### src/rtl/aud_rx_pkg.sv
package aud_rx_pkg;

  localparam int SAMPLE_W = 24;

  typedef enum logic [2:0] {
    FMT_LJ16  = 3'd0,
    FMT_LJ18  = 3'd1,
    FMT_LJ20  = 3'd2,
    FMT_LJ24  = 3'd3,
    FMT_MSB24 = 3'd4,
    FMT_I2S   = 3'd5,
    FMT_RSV6  = 3'd6,
    FMT_RSV7  = 3'd7
  } fmt_e;

  // Frame-clock level that marks the left half.
  function automatic logic left_level(fmt_e f);
    return (f == FMT_I2S) ? 1'b0 : 1'b1;
  endfunction

  function automatic logic is_reserved(fmt_e f);
    return (f == FMT_RSV6) || (f == FMT_RSV7);
  endfunction

  // Whether the bit at index idx of a half enters the shift register.
  function automatic logic take_bit(fmt_e f, int idx);
    case (f)
      FMT_LJ16, FMT_LJ18, FMT_LJ20, FMT_LJ24: return 1'b1;
      FMT_MSB24: return idx < SAMPLE_W;
      FMT_I2S:   return (idx >= 1) && (idx <= SAMPLE_W);
      default:   return 1'b0;
    endcase
  endfunction

  // Word extraction from the bits collected in one half.
  function automatic logic [SAMPLE_W-1:0] extract(fmt_e f, logic [SAMPLE_W-1:0] sr);
    case (f)
      FMT_LJ16: return {{(SAMPLE_W-16){sr[15]}}, sr[15:0]};
      FMT_LJ18: return {{(SAMPLE_W-18){sr[17]}}, sr[17:0]};
      FMT_LJ20: return {{(SAMPLE_W-20){sr[19]}}, sr[19:0]};
      FMT_LJ24, FMT_MSB24, FMT_I2S: return sr;
      default:  return '0;
    endcase
  endfunction

endpackage

### src/rtl/aud_rx_front.sv
module aud_rx_front #(
  parameter int SYNC_STAGES = 2
) (
  input  logic clk,
  input  logic rst_n,
  input  logic bck_i,
  input  logic lrck_i,
  input  logic sd_i,
  output logic bit_stb_o,
  output logic lr_o,
  output logic sd_o
);

  localparam int LAST = SYNC_STAGES - 1;

  genvar g;
  generate
    for (g = 0; g < SYNC_STAGES; g++) begin : g_st
      logic [2:0] q;
      if (g == 0) begin : g_first
        always_ff @(posedge clk or negedge rst_n) begin
          if (!rst_n) q <= '0;
          else        q <= {bck_i, lrck_i, sd_i};
        end
      end else begin : g_next
        always_ff @(posedge clk or negedge rst_n) begin
          if (!rst_n) q <= '0;
          else        q <= g_st[g-1].q;
        end
      end
    end
  endgenerate

  logic [2:0] synced;
  logic       bck_q;
  assign synced = g_st[LAST].q;

  always_ff @(posedge clk or negedge rst_n) begin
    if (!rst_n) begin
      bck_q     <= 1'b0;
      bit_stb_o <= 1'b0;
      lr_o      <= 1'b0;
      sd_o      <= 1'b0;
    end else begin
      bck_q     <= synced[2];
      bit_stb_o <= synced[2] & ~bck_q;
      lr_o      <= synced[1];
      sd_o      <= synced[0];
    end
  end

endmodule

### src/rtl/aud_rx_shifter.sv
module aud_rx_shifter
  import aud_rx_pkg::*;
#(
  parameter int CNT_W = 6
) (
  input  logic                clk,
  input  logic                rst_n,
  input  logic                bit_stb_i,
  input  logic                lr_i,
  input  logic                sd_i,
  input  fmt_e                close_fmt_i,
  input  fmt_e                open_fmt_i,
  output logic                half_end_o,
  output logic                closed_lr_o,
  output logic [SAMPLE_W-1:0] word_o
);

  logic                primed;
  logic                lr_q;
  logic [CNT_W-1:0]    cnt;
  logic [SAMPLE_W-1:0] sr;

  assign half_end_o  = bit_stb_i & primed & (lr_i != lr_q);
  assign closed_lr_o = lr_q;
  assign word_o      = extract(close_fmt_i, sr);

  always_ff @(posedge clk or negedge rst_n) begin
    if (!rst_n) begin
      primed <= 1'b0;
      lr_q   <= 1'b0;
      cnt    <= '0;
      sr     <= '0;
    end else if (bit_stb_i) begin
      primed <= 1'b1;
      lr_q   <= lr_i;
      if (half_end_o) begin
        cnt <= CNT_W'(1);
        sr  <= take_bit(open_fmt_i, 0) ? {{(SAMPLE_W-1){1'b0}}, sd_i} : '0;
      end else begin
        if (cnt != '1) cnt <= cnt + 1'b1;
        if (take_bit(close_fmt_i, int'(cnt))) sr <= {sr[SAMPLE_W-2:0], sd_i};
      end
    end
  end

  AST_SIGN_EXTEND: assert property (@(posedge clk) disable iff (!rst_n)
    (half_end_o && close_fmt_i == FMT_LJ16) |-> (word_o[SAMPLE_W-1:15] == '0 || word_o[SAMPLE_W-1:15] == '1));

endmodule

### src/rtl/aud_rx_outreg.sv
module aud_rx_outreg #(
  parameter int W = 24
) (
  input  logic         clk,
  input  logic         rst_n,
  input  logic         load_i,
  input  logic [W-1:0] left_i,
  input  logic [W-1:0] right_i,
  input  logic         ready_i,
  output logic         valid_o,
  output logic [W-1:0] left_o,
  output logic [W-1:0] right_o
);

  always_ff @(posedge clk or negedge rst_n) begin
    if (!rst_n) begin
      valid_o <= 1'b0;
      left_o  <= '0;
      right_o <= '0;
    end else if (load_i) begin
      valid_o <= 1'b1;
      left_o  <= left_i;
      right_o <= right_i;
    end else if (valid_o && ready_i) begin
      valid_o <= 1'b0;
    end
  end

  AST_HOLD_UNTIL_READY: assert property (@(posedge clk) disable iff (!rst_n)
    (valid_o && !ready_i && !load_i) |=> (valid_o && $stable(left_o) && $stable(right_o)));

  AST_LOAD_PRESENTED: assert property (@(posedge clk) disable iff (!rst_n)
    load_i |=> (valid_o && left_o == $past(left_i) && right_o == $past(right_i)));

endmodule

### src/rtl/aud_serial_rx.sv
module aud_serial_rx
  import aud_rx_pkg::*;
#(
  parameter int SYNC_STAGES = 2,
  parameter int CNT_W       = 6
) (
  input  logic                clk,
  input  logic                rst_n,
  input  logic                bck_i,
  input  logic                lrck_i,
  input  logic                sdata_i,
  input  logic [2:0]          fmt_i,
  input  logic                out_ready_i,
  output logic                out_valid_o,
  output logic [SAMPLE_W-1:0] out_left_o,
  output logic [SAMPLE_W-1:0] out_right_o
);

  logic bit_stb, lr_s, sd_s;

  aud_rx_front #(.SYNC_STAGES(SYNC_STAGES)) i_front (
    .clk       (clk),
    .rst_n     (rst_n),
    .bck_i     (bck_i),
    .lrck_i    (lrck_i),
    .sd_i      (sdata_i),
    .bit_stb_o (bit_stb),
    .lr_o      (lr_s),
    .sd_o      (sd_s)
  );

  fmt_e                frame_fmt, fmt_in, open_fmt;
  logic                half_end, closed_lr, left_close, frame_end;
  logic [SAMPLE_W-1:0] word, left_hold, left_out;

  assign fmt_in     = fmt_e'(fmt_i);
  assign left_close = half_end & (closed_lr == left_level(frame_fmt));
  assign frame_end  = half_end & ~left_close;
  assign open_fmt   = frame_end ? fmt_in : frame_fmt;
  assign left_out   = is_reserved(frame_fmt) ? '0 : left_hold;

  aud_rx_shifter #(.CNT_W(CNT_W)) i_shifter (
    .clk         (clk),
    .rst_n       (rst_n),
    .bit_stb_i   (bit_stb),
    .lr_i        (lr_s),
    .sd_i        (sd_s),
    .close_fmt_i (frame_fmt),
    .open_fmt_i  (open_fmt),
    .half_end_o  (half_end),
    .closed_lr_o (closed_lr),
    .word_o      (word)
  );

  always_ff @(posedge clk or negedge rst_n) begin
    if (!rst_n) begin
      frame_fmt <= FMT_I2S;
      left_hold <= '0;
    end else begin
      if (left_close) left_hold <= word;
      if (frame_end)  frame_fmt <= fmt_in;
    end
  end

  aud_rx_outreg #(.W(SAMPLE_W)) i_outreg (
    .clk     (clk),
    .rst_n   (rst_n),
    .load_i  (frame_end),
    .left_i  (left_out),
    .right_i (word),
    .ready_i (out_ready_i),
    .valid_o (out_valid_o),
    .left_o  (out_left_o),
    .right_o (out_right_o)
  );

  AST_FMT_AT_FRAME_START: assert property (@(posedge clk) disable iff (!rst_n)
    !frame_end |=> $stable(frame_fmt));

  AST_VALID_AFTER_RIGHT: assert property (@(posedge clk) disable iff (!rst_n)
    $rose(out_valid_o) |-> $past(frame_end));

  AST_RESERVED_ZERO: assert property (@(posedge clk) disable iff (!rst_n)
    (frame_end && is_reserved(frame_fmt)) |=> (out_left_o == '0 && out_right_o == '0));

endmodule

### config.mk
export PLATFORM = sky130hd
export DESIGN_NAME = aud_serial_rx
export DESIGN_NICKNAME = d
export VERILOG_FILES = /design/src/rtl/aud_rx_pkg.sv /design/src/rtl/aud_rx_front.sv /design/src/rtl/aud_rx_shifter.sv /design/src/rtl/aud_rx_outreg.sv /design/src/rtl/aud_serial_rx.sv
export SDC_FILE = /design/constraint.sdc
export NUM_CORES = 1
export LEC_CHECK = 0
export BUFFER_PORTS_ARGS = -buffer_cell sky130_fd_sc_hd__buf_2
export CORE_ASPECT_RATIO = 0.9
export CORE_MARGIN = 2
export CORE_UTILIZATION = 48
export CTS_CLUSTER_DIAMETER = 150
export DETAILED_ROUTE_END_ITERATION = 10
export GPL_TIMING_DRIVEN = 0
export PLACE_DENSITY_LB_ADDON = 0.1
export SLEW_MARGIN = 10
export SYNTH_ARGS = -nofsm -noshare
export SYNTH_HDL_FRONTEND = slang
export SYNTH_SLANG_ARGS = --single-unit
### constraint.sdc
create_clock -name clk -period 3 [get_ports clk]
set_clock_uncertainty 0.15 [all_clocks]
set_input_delay 0.3 -clock clk [delete_from_list [all_inputs] [get_ports clk]]
set_output_delay 0.3 -clock clk [all_outputs]
set_load 0.03 [all_outputs]
== Yosys cells after proc, flatten, opt, wreduce, memory -nomap -nowiden ==
Cells that the tools add are included.
Storage, ports and cells
  flip-flop bits (word level): 118
  input bits: 9
  output and inout bits: 49
  logic and storage cells: 70
Operators by class
  add/subtract/negate cells: 1
  $lt $le $gt $ge: 3
  equality and inequality tests: 14
  multiplexer cells: 17
  bitwise logic cells: 7
  reduce and logical (&&, ||, !) cells: 13
Operator list (count)
  24-bit case mux with 4 select lines: 1
  24-bit 2-to-1 mux: 3
  3-bit == test, second input constant: 5
  3-bit by 2-bit == test with 1-bit output, second input constant: 4
  6-bit 2-to-1 mux: 2
  1-bit 2-to-1 mux: 9
  6-bit by 1-bit adder with 6-bit output, second input constant: 1
  3-bit by 1-bit == test with 1-bit output, second input constant: 2
  6-bit by 1-bit greater-or-equal comparator with 1-bit output, second input constant: 1
  6-bit by 5-bit less-or-equal comparator with 1-bit output, second input constant: 1
  3-bit logical NOT: 2
  6-bit by 5-bit less-than comparator with 1-bit output, second input constant: 1
  6-bit != test, second input constant: 1
  2-bit nonzero test: 3
  1-bit bitwise AND: 5
  5-bit OR reduction: 1
  2-bit AND reduction: 2
  4-bit OR reduction: 1
  3-bit 2-to-1 mux: 1
  1-bit case mux with 3 select lines: 1
  3-bit OR reduction: 1
  1-bit logical AND: 2
  1-bit inverter: 2
  1-bit == test: 1
  other kinds (2): 2

== Logic depth before layout (Yosys ltp) ==
  depth in word-level cells: 14
  depth in mapped cells: 7
  depth with buffers taken out: 6

== Cells and area by module ==
Synthesis repeated with hierarchy kept, for this count alone.
Second synthesis, totals
  cell total of the unflattened synthesis: 413
  area total of the unflattened synthesis: 5326.4 µm²
Modules (own cells, without submodules)
  aud_rx_outreg: times used 1, cells each 104, area an instance 1856.8 µm², sequential area each 1226.2 µm²
  aud_rx_shifter: times used 1, cells each 200, area an instance 1846.8 µm², sequential area each 800.8 µm²
  aud_serial_rx: times used 1, cells each 98, area an instance 1358.8 µm², sequential area each 678.2 µm²
  aud_rx_front: times used 1, cells each 11, area an instance 264.0 µm², sequential area each 250.2 µm²

== Worst setup path after synthesis ==
No wires, ideal clock.
  path kind: register to register
  start point: register i_shifter.cnt[1]
  end point: register i_shifter.sr[10]
  library setup time: 124 ps
  arrival: 1700 ps
  required time: 2726 ps
  setup slack: 1026 ps
  stages on the path, launching flop included: 8
  path buffers: 1
  cell sequence: dfrtp_1 inv_1 ha_1 or4b_4 o22ai_4 o22ai_4 buf_6 mux2i_1
Between the ends
  cells in the longest elaborated chain, start to end: 7
  elaborated cells between the ends (all ways): 9
  those cells by class: 3 x order compare; 3 x mux; 3 x reduce/logical
RTL lines
  start, declared: RTL line aud_rx_shifter.sv:20  | logic [CNT_W-1:0] cnt;
  start signal, assigned: RTL line aud_rx_shifter.sv:40  | if (cnt != '1) cnt <= cnt + 1'b1;
  6-bit by 1-bit greater-or-equal comparator with 1-bit output / 6-bit by 5-bit less-or-equal comparator with 1-bit output (equally long branches): RTL line aud_rx_pkg.sv:30  | FMT_I2S: return (idx >= 1) && (idx <= SAMPLE_W);
  1-bit logical AND: RTL line aud_rx_pkg.sv:30
  1-bit case mux with 3 select lines *: RTL line aud_rx_pkg.sv:27  | case (f)
  1-bit 2-to-1 mux *: RTL line aud_rx_shifter.sv:36  | if (half_end_o) begin
  1-bit 2-to-1 mux *: RTL line aud_rx_shifter.sv:33  | end else if (bit_stb_i) begin
  2-bit nonzero test (no line) *
  2-bit AND reduction (no line) *
  end signal, assigned: RTL line aud_rx_shifter.sv:38  | sr <= take_bit(open_fmt_i, 0) ? {{(SAMPLE_W-1){1'b0}}, sd_i} : '0;
  end, declared: RTL line aud_rx_shifter.sv:21  | logic [SAMPLE_W-1:0] sr;
Every way passes the cells marked *; elsewhere a longest branch is shown, timed or not. The select of a mux whose other input is x is not followed.
A chain may end at the register's enable or synchronous reset.

== Worst setup path in the final report ==
  start point: register i_shifter.cnt[1]
  end point: register i_shifter.sr[8]
The elaborated chain is that of the path after synthesis.

==> impl_metrics.toml <==
[outcome]
status = "finished, final reports clean"

[synthesis]
syn-cell-area_um2 = 5258
synthArstFlopShare_pct = 100.0
synthesis.nets = 456
synth_edf_count = 0
synth_cells = 443
synth.avg_cell_area_um2 = 11.87
ys_seq_elements = 118
synth_cell_types = 52
ys_seq_area_share_pct = 56.21
yosys_most_used_dff = "dfrtp_1"
yosys_warnings = 0

[routing]
vias_per_cell = 5.311
routedWlPerCell_um = 16.74
ant_nets = 0
wl_um = 11230
drt_iter0_drc = 201
drc = 0
first_pass_iters = 4
via_count = 3564

[layout]
final_common_cell = "dfrtp_1"
stdcell_area_um2 = 6374
multi_input_area_um2 = 2036
area_delta_synth_final_pct = 21.23
final_layout_size_suffix_gt1_share_pct = 21.19
utilization_pct = 59.21
final_cell_mix = "dfrtp_1, buf_2, nand2_1"
nets = 541
fillers = 918
antennaDiodeCount = 0
seq_area_um2 = 2955

[critical_path]
critPathCaptureType = "flop"
critPathMaxStageDelay_ns = 0.55
cpMaxStageDelayCell = "or4b_4"
path_cells = "inv_1 > ha_1 > or4b_4 > o22ai_4 > o22ai_4 > buf_6 > mux2i_1"
arrival_ns = 2.29
critPathRequiredTime_ns = 3.14
cpMostUsedCell = "o22ai_4"
cp-start-kind = "flop"
path_class = "flop to flop"
critical_path.max_fanout = 10

[global_route]
grtUsageTotal_pct = 20.74
antenna_found_initial = 0
grt_max_degree = 65
grt_pass1_vias = 3574
grt_pass1_wl_um = 18220
grt.overflow.total = 0

[flow_run]
cap_violations = 0

[timing]
hold_viol_final = 0
holdWs_ns = 0.1952
final_max_slew_viol_count = 0
max_slew_margin_pct = 59.11
worstMarginPinSlew_ns = 0.6134
period_minus_slack_ns = 2.146
rsz0062_at_grt = "false"
max_clock_freq_mhz = 466.0
setup_viol = 0
setup_ws_ns = 0.8540
period_share_pct = 71.53

[power_and_ir_drop]
seqPwrFrac_pct = 37.8
p_sw_mw = 2.034
p_sw_share_pct = 34.76
power_density_nw_per_um2 = 918.0
p_int_mw = 3.817
p_clk_share_pct = 32.1
max-vdd-ir-drop_mv = 0.5428
p_leak_nw = 3.099
combinationalPowerShare_pct = 30.1

[placement]
dp_hpwl_um = 7827
dpl_cell_area_um2 = 5743
pre_cts_ws_ns = 0.8283
portBuffers = 57
routabilityCongestion = 0.7343

[worst_hold_path]
hold_path_class = "flop to flop"

[clocking]
cts.path.max_buffers = 2
root_buffer = "clkbuf_16"
cts_buffers = 17
clk_pin_slew_ns = 0.05
insertion_delay_ns = 0.41
tritoncts = "built"
cts.sinks = 118
cts_resized = 0
htree_levels = 4
post_cts_buffers = 0

[floorplanning]
dieWidth_um = 114.3
die-height_um = 103.3
num_rows = 36
pin_count = 58
dieArea_um2 = 11810
start_util_pct = 48.84
coreArea_um2 = 10770
==> routing by layer <==
layer,up-vias,GRT usage (%),part of all wire [%]
met5,-,0,0
met4,0,9.662,2.2
met3,23,5.536,4.1
met2,88,31.46,46
met1,1740,28.16,48
li1,1713,-,-
==> final cells by class <==
type	count	area share [%]
inverters	27	1.590
well taps	133	2.611
clock buffers	25	7.931
flip-flops and latches	118	46.37
clock inverters	4	0.7067
multi-input cells	268	31.94
plain buffers	30	2.591
repair buffers	66	6.262
==> synthesized netlist by cell type, types with 4 or more instances <==
cell | count | share of area [%]
a21oi_1 | 19 | 1.8
buf_2 | 6 | 0.57
buf_4 | 4 | 0.57
buf_6 | 4 | 0.86
clkbuf_1 | 15 | 1.1
dfrtp_1 | 116 | 55
ha_1 | 4 | 0.95
inv_1 | 26 | 1.9
mux2_1 | 51 | 11
mux2i_1 | 27 | 5.1
nand2_1 | 52 | 3.7
nor2_1 | 7 | 0.50
nor2b_1 | 6 | 0.71
o21ai_0 | 12 | 1.1
o21ai_1 | 16 | 1.5
o2bb2ai_1 | 6 | 1.0
o31ai_1 | 24 | 3.4
xor2_1 | 4 | 0.67
==> final timing paths <==
kind	start	end	slack, ns	cells after the start
max	i_shifter.cnt[1]$_DFFE_PN0P_	i_shifter.sr[8]$_DFFE_PN0P_	0.85	7
min	i_front.g_st[0].q[1]$_DFF_PN0_	i_front.g_st[1].q[1]$_DFF_PN0_	0.20	0
max reg2reg	i_shifter.cnt[1]$_DFFE_PN0P_	i_shifter.sr[8]$_DFFE_PN0P_	0.85	7
min reg2reg	i_front.g_st[0].q[1]$_DFF_PN0_	i_front.g_st[1].q[1]$_DFF_PN0_	0.20	0
max in group asynchronous	rst_n	i_outreg.left_o[1]$_DFFE_PN0N_	1.76	3
min in group asynchronous	rst_n	i_shifter.sr[17]$_DFFE_PN0P_	0.26	2
==> state kept, by name, indices dropped and copies added (netlist names), 3 cells and up <==
name,flops
i_outreg.left_o,24
i_outreg.right_o,24
i_shifter.sr,24
left_hold,24
i_front.g_st.q,6
i_shifter.cnt,6
frame_fmt,3
==> power groups by stage <==
stage | clock (mW) | sequential, mW | combinational, mW
2_1_floorplan | 0 | 2.45 | 1.00
3_3_place_gp | 0 | 2.23 | 1.72
5_1_grt | 1.98 | 2.26 | 1.95
6_report | 1.88 | 2.21 | 1.76
3_5_place_dp | 0 | 2.24 | 1.76
4_1_cts | 1.92 | 2.22 | 1.78
==> stage by stage <==
| stage | setup TNS [ns] | std cells | power [mW] |
|---|---|---|---|
| global route | 0 | 671 | 6.192 |
| floorplan | 0 | 443 | 3.453 |
| CTS | 0 | 671 | 5.919 |
| global placement | -0.005212 | 633 | 3.943 |
| detailed placement | 0 | 634 | 4.002 |
| finish | 0 | 671 | 5.851 |
==> worst max-delay path: cells and delay by family (launching register included) <==
family	cells	cell delay (ns)
DFF	1	0.38
and+or+nand+nor	1	0.55
muxes	1	0.13
AOI/OAI and AO/OA	2	0.34
adders and majority gates	1	0.18
buffers and inverters	2	0.28
==> cell families after synthesis <==
kind of cell	share of synthesized area, %
DFF	56.21
AOI/OAI and AO/OA	11.42
and+or+nand+nor	8.211
muxes	17.13
buffers and inverters	5.069
xor gates and xnor gates	0.9995
adders and majority gates	0.9520
==> timing repair <==
action	4_1_cts	5_1_grt
endpoints found under the setup margin	0	0
endpoints found under the hold margin	59	0
hold buffers	8	0
Power figures use the tool's default switching activity.
